===== config.mk =====
export PLATFORM = sky130hd
export DESIGN_NAME = bmdma_status_regs
export DESIGN_NICKNAME = d
export VERILOG_FILES = /design/src/rtl/bmdma_pkg.sv /design/src/rtl/bmdma_w1c_flag.sv /design/src/rtl/bmdma_edge_sync.sv /design/src/rtl/bmdma_dtp_reg.sv /design/src/rtl/bmdma_status_regs.sv
export SDC_FILE = /design/constraint.sdc
export NUM_CORES = 1
export LEC_CHECK = 0
export CORE_UTILIZATION = 41
export DETAILED_ROUTE_END_ITERATION = 8
export DONT_BUFFER_PORTS = 1
export GPL_ROUTABILITY_DRIVEN = 0
export PLACE_DENSITY = 0.61
export SLEW_MARGIN = 30
export SYNTH_ARGS = -nofsm -noshare
export SYNTH_HDL_FRONTEND = slang
export SYNTH_SLANG_ARGS = --single-unit

===== constraint.sdc =====
create_clock -name clk -period 1.5 [get_ports clk]
set_input_delay 0.15 -clock clk [delete_from_list [all_inputs] [get_ports clk]]
set_output_delay 0.15 -clock clk [all_outputs]
set_load 0.005 [all_outputs]

===== src/rtl/bmdma_pkg.sv =====
package bmdma_pkg;

    localparam int STAT_W   = 8;
    localparam int N_W1C    = 3;

    localparam int POS_ACT  = 0;
    localparam int POS_ERR  = 1;
    localparam int POS_DIRQ = 2;
    localparam int POS_CAP0 = 5;
    localparam int POS_CAP1 = 6;
    localparam int POS_DONE = 7;

    // index of each write-one-to-clear flag in the flag vector
    localparam int W1C_ERR  = 0;
    localparam int W1C_DIRQ = 1;
    localparam int W1C_DONE = 2;

    typedef struct packed {
        logic [1:0] cap;
        logic       active;
    } ctl_state_t;

    function automatic logic [STAT_W-1:0] pack_status(
        input ctl_state_t        st,
        input logic [N_W1C-1:0] flags
    );
        logic [STAT_W-1:0] b;
        b           = '0;
        b[POS_ACT]  = st.active;
        b[POS_ERR]  = flags[W1C_ERR];
        b[POS_DIRQ] = flags[W1C_DIRQ];
        b[POS_CAP0] = st.cap[0];
        b[POS_CAP1] = st.cap[1];
        b[POS_DONE] = flags[W1C_DONE];
        return b;
    endfunction

endpackage


===== src/rtl/bmdma_w1c_flag.sv =====
module bmdma_w1c_flag (
    input  logic clk,
    input  logic rst_n,
    input  logic set_evt,
    input  logic sw_clr,
    output logic flag
);

    logic flag_d, flag_q;

    // a hardware set outranks a software clear in the same cycle
    always_comb begin
        flag_d = flag_q;
        if (sw_clr)  flag_d = 1'b0;
        if (set_evt) flag_d = 1'b1;
    end

    always_ff @(posedge clk) begin
        if (!rst_n) flag_q <= 1'b0;
        else        flag_q <= flag_d;
    end

    assign flag = flag_q;

endmodule


===== src/rtl/bmdma_edge_sync.sv =====
module bmdma_edge_sync #(
    parameter int STAGES = 2
) (
    input  logic clk,
    input  logic rst_n,
    input  logic async_in,
    output logic rise
);

    logic [STAGES-1:0] sync_d, sync_q;
    logic              prev_d, prev_q;

    always_comb begin
        sync_d = {sync_q[STAGES-2:0], async_in};
        prev_d = sync_q[STAGES-1];
    end

    always_ff @(posedge clk) begin
        if (!rst_n) begin
            sync_q <= '0;
            prev_q <= 1'b0;
        end else begin
            sync_q <= sync_d;
            prev_q <= prev_d;
        end
    end

    assign rise = sync_q[STAGES-1] & ~prev_q;

endmodule


===== src/rtl/bmdma_dtp_reg.sv =====
module bmdma_dtp_reg #(
    parameter int AW    = 32,
    parameter int ALIGN = 2
) (
    input  logic          clk,
    input  logic          wr_en,
    input  logic [AW-1:0] wdata,
    output logic [AW-1:0] rdata
);

    localparam int PW = AW - ALIGN;

    logic [PW-1:0] ptr_d, ptr_q;

    always_comb begin
        ptr_d = ptr_q;
        if (wr_en) ptr_d = wdata[AW-1:ALIGN];
    end

    // no reset: contents are undefined until software loads them
    always_ff @(posedge clk) begin
        ptr_q <= ptr_d;
    end

    assign rdata = {ptr_q, {ALIGN{1'b0}}};

endmodule


===== src/rtl/bmdma_status_regs.sv =====
module bmdma_status_regs
    import bmdma_pkg::*;
#(
    parameter int AW          = 32,
    parameter int SYNC_STAGES = 2
) (
    input  logic          clk,
    input  logic          rst_n,
    input  logic          csr_wr,
    input  logic          csr_sel,
    input  logic [AW-1:0] csr_wdata,
    output logic [AW-1:0] csr_rdata,
    input  logic          start_wr,
    input  logic          start_val,
    input  logic          desc_done,
    input  logic          desc_eot,
    input  logic          desc_irq,
    input  logic          dev_irq,
    input  logic          bus_abort
);

    localparam int PAD_W = AW - STAT_W;

    logic              stat_wr;
    logic              ptr_wr;
    logic              irq_rise;
    logic [N_W1C-1:0]  w1c_set;
    logic [N_W1C-1:0]  w1c_clr;
    logic [N_W1C-1:0]  w1c_flag;
    logic [AW-1:0]     ptr_rdata;
    logic [STAT_W-1:0] status_byte;
    ctl_state_t        st_d, st_q;

    assign stat_wr = csr_wr & ~csr_sel;
    assign ptr_wr  = csr_wr &  csr_sel;

    bmdma_edge_sync #(.STAGES(SYNC_STAGES)) u_irq_sync (
        .clk      (clk),
        .rst_n    (rst_n),
        .async_in (dev_irq),
        .rise     (irq_rise)
    );

    always_comb begin
        w1c_set                 = '0;
        w1c_set[W1C_ERR]        = bus_abort;
        w1c_set[W1C_DIRQ]       = irq_rise;
        w1c_set[W1C_DONE]       = desc_done & desc_irq;
        w1c_clr                 = '0;
        w1c_clr[W1C_ERR]        = stat_wr & csr_wdata[POS_ERR];
        w1c_clr[W1C_DIRQ]       = stat_wr & csr_wdata[POS_DIRQ];
        w1c_clr[W1C_DONE]       = stat_wr & csr_wdata[POS_DONE];
    end

    for (genvar i = 0; i < N_W1C; i++) begin : g_w1c
        bmdma_w1c_flag u_flag (
            .clk     (clk),
            .rst_n   (rst_n),
            .set_evt (w1c_set[i]),
            .sw_clr  (w1c_clr[i]),
            .flag    (w1c_flag[i])
        );
    end

    always_comb begin
        st_d = st_q;
        if (stat_wr) st_d.cap = {csr_wdata[POS_CAP1], csr_wdata[POS_CAP0]};
        if (desc_done && desc_eot) st_d.active = 1'b0;
        if (start_wr) st_d.active = start_val;
    end

    always_ff @(posedge clk) begin
        if (!rst_n) st_q <= '0;
        else        st_q <= st_d;
    end

    bmdma_dtp_reg #(.AW(AW), .ALIGN(2)) u_dtp (
        .clk   (clk),
        .wr_en (ptr_wr),
        .wdata (csr_wdata),
        .rdata (ptr_rdata)
    );

    assign status_byte = pack_status(st_q, w1c_flag);
    assign csr_rdata   = csr_sel ? ptr_rdata : {{PAD_W{1'b0}}, status_byte};

endmodule


==> run_results.csv <==
group,metric,value,unit
die,dieHeight,62.5,µm
synth,synthesis.nets,144,
die,core_region_area,3420,µm²
pwr,swShare,0.197,
timing,skew,0.156,ps
die,dieArea,3910,µm²
clocking,cts-root-buf,"clkbuf_4",
clocking,cts_buffers,5,
clocking,post_cts_resized,0,
timing,finalSetupViolCount,0,
timing,relSlewSlack,0.768,
global_route,grt_pass1_wl,4350,µm
global_route,grt_pass1_vias,920,
pwr,power.leakage,0.748,nW
synth,yosysSeqAreaShare,0.719,
route,vias_per_cell,4.68,
run,maxCapViolCount,0,
global_route,grt_overflow_total,0,
final_layout,diodes,0,
pwr,cellPowerDensity,1010,nW/µm²
synth,synthCells,101,
synth,avgSynthCellArea,14.9,µm²
clocking,cts_tree,"yes",
global_route,antenna_found_initial,0,
clocking,clock_sinks,39,
final_layout,drive_gt1_frac,0.0946,
pwr,max-vdd-ir-drop,0.000624,V
pwr,p_seq_frac,0.610,
die,start_util,0.440,
synth,synth_top_cell_by_area,"edfxtp_1",
worst_setup_path,startpoint_type,"input port",
synth,synth_warnings,0,
synth,syn_area,1500,µm²
worst_setup_path,end_kind,"register",
route,drt_iter0_markers,8,
pwr,internal_power,1.65,mW
route,firstDrtPassIters,3,
synth,synth.area.top_cells,"edfxtp_1, and2_1, dfxtp_1, mux2_2, a21boi_1",
final_layout,syn2layout_area_growth,35.5,%
die,std_cell_rows,21,
route,via_count,908,
timing,slew_viol_final,0,
die,die_w,62.5,µm
die,io_pins,75,
clocking,cts_buffer_depth,2,
timing,max_freq,721,MHz
final_layout,final_cell_mix,"dlygate4sd3_1, edfxtp_1, and2_1",
timing,worst_pin_slew,348,ps
worst_setup_path,crit_type,"input port to register",
placed_design,port_buffers,0,
outcome,status,"completed",
pwr,p_clk_frac,0.294,
route,wl_per_cell,14.4,µm
worst_setup_path,cp_max_fo,35,
pwr,switchingPower,405,µW
timing,timing.hold.ws,37.4,ps
clocking,clk_latency,330,ps
global_route,grt_start_max_net_pins,36,
global_route,groute.usage.overall,0.151,
worst_hold_path,min_path_type,"input port to register",
synth,yosysUniqueCellTypes,19,
final_layout,layout.cells.most_common,"dlygate4sd3_1",
clocking,ctsHtreeMaxLevel,2,
route,finalWirelength,2790,µm
final_layout,fin_nets,190,
worst_setup_path,worstPathArrival,1670,ps
timing,rsz0062_at_grt,"false",
final_layout,fillers,272,
timing,period_needed,1390,ps
placed_design,hpwl,1670,µm
route,drcViolationCount,0,
timing,finalCritPeriodShare,0.924,
synth,synth.ff_latch_count,39,
timing,setup-tns-final,0,ps
worst_setup_path,crit_required,1780,ps
pwr,p_comb_frac,0.096,
clocking,cts.clk_slew.worst_paths,100,ps
synth,yosys.area.top_type_share,0.600,
route,antenna_left,0,
timing,hold_violations,0,
clocking,post-cts-setup-buffers,0,
## cells in the mapped netlist (all sizes together)
cell type  instances
o21ai              2
nor2b              4
inv                2
nand3b             1
clkbuf             2
and2              30
nand2              7
nand2b             1
o21a               1
a31oi              1
a21boi             5
dfxtp              9
edfxtp            30
buf                2
mux2               4
## power by group through the flow
stage	sequential [mW]	combinational [mW]	clock (mW)
6_report	1.25	0.197	0.604
5_1_grt	1.26	0.213	0.668
3_5_place_dp	1.28	0.106	0
4_1_cts	1.25	0.196	0.629
3_3_place_gp	1.27	0.105	0
2_1_floorplan	1.27	0.102	0
## critical path, stage by stage
cell           delay [ps]
dlygate4sd3_1         590
nor2b_4               180
nand2_1                70
a21boi_1              120
dlygate4sd3_1         560
## sequential cells by signal, indices dropped and copies added, names as in the netlist
name               count
u_dtp.ptr_q           30
g_w1c.u_flag.flag      3
st_q                   3
u_irq_sync.sync_q      2
u_irq_sync.prev_q      1
## through the flow
step	utilization	area [µm²]	instances	power [mW]	setup WS (ps)
global placement	0.452	1550	144	1.38	492
detailed placement	0.452	1550	144	1.38	475
global route	0.596	2040	194	2.14	120
finish	0.596	2040	194	2.05	113
floorplan	-	1500	101	1.37	231
CTS	0.593	2030	193	2.08	162
## logic make-up (layout without fill, tap and decap cells)
group	Yosys count	in the layout	synth area share
AO/OA/AOI/OAI	9	9	0.0408
buffers and inverters	6	53	0.0291
flip-flops	39	39	0.719
multiplexers	4	4	0.0325
AND/OR/NAND/NOR	43	43	0.178
## layer usage
layer  up-vias  track usage  wire length [µm]
met5         -            0                 0
met2        39        0.260              1470
met1       427        0.167              1120
met3         5       0.0566               153
li1        437            -                 -
met4         0       0.0610                50
## cell type report
type                    instances  area [µm²]  area share
inverters                       2        7.51     0.00369
well taps                      46        57.6      0.0283
repair buffers                 43         440       0.216
multi-input cells              56         379       0.186
clock buffers                   8        70.1      0.0344
flip-flops and latches         39        1080       0.531
## worst paths after layout
check                                     startpoint                   end  slack, ps  cells past startpoint
worst min register to register  u_irq_sync.sync_q[1]     u_irq_sync.prev_q        480                      1
worst max-delay path                         csr_sel               st_q[1]        110                      5
worst max register to register  g_w1c[0].u_flag.flag  g_w1c[0].u_flag.flag        300                      3
worst min-delay path                        desc_eot               st_q[0]         40                      3
## what timing repair did
item	4_1_cts	5_1_grt
endpoints found under the setup margin	0	0
hold buffers	41	1
endpoints found under the hold margin	39	1
Power figures use the tool's default switching activity.
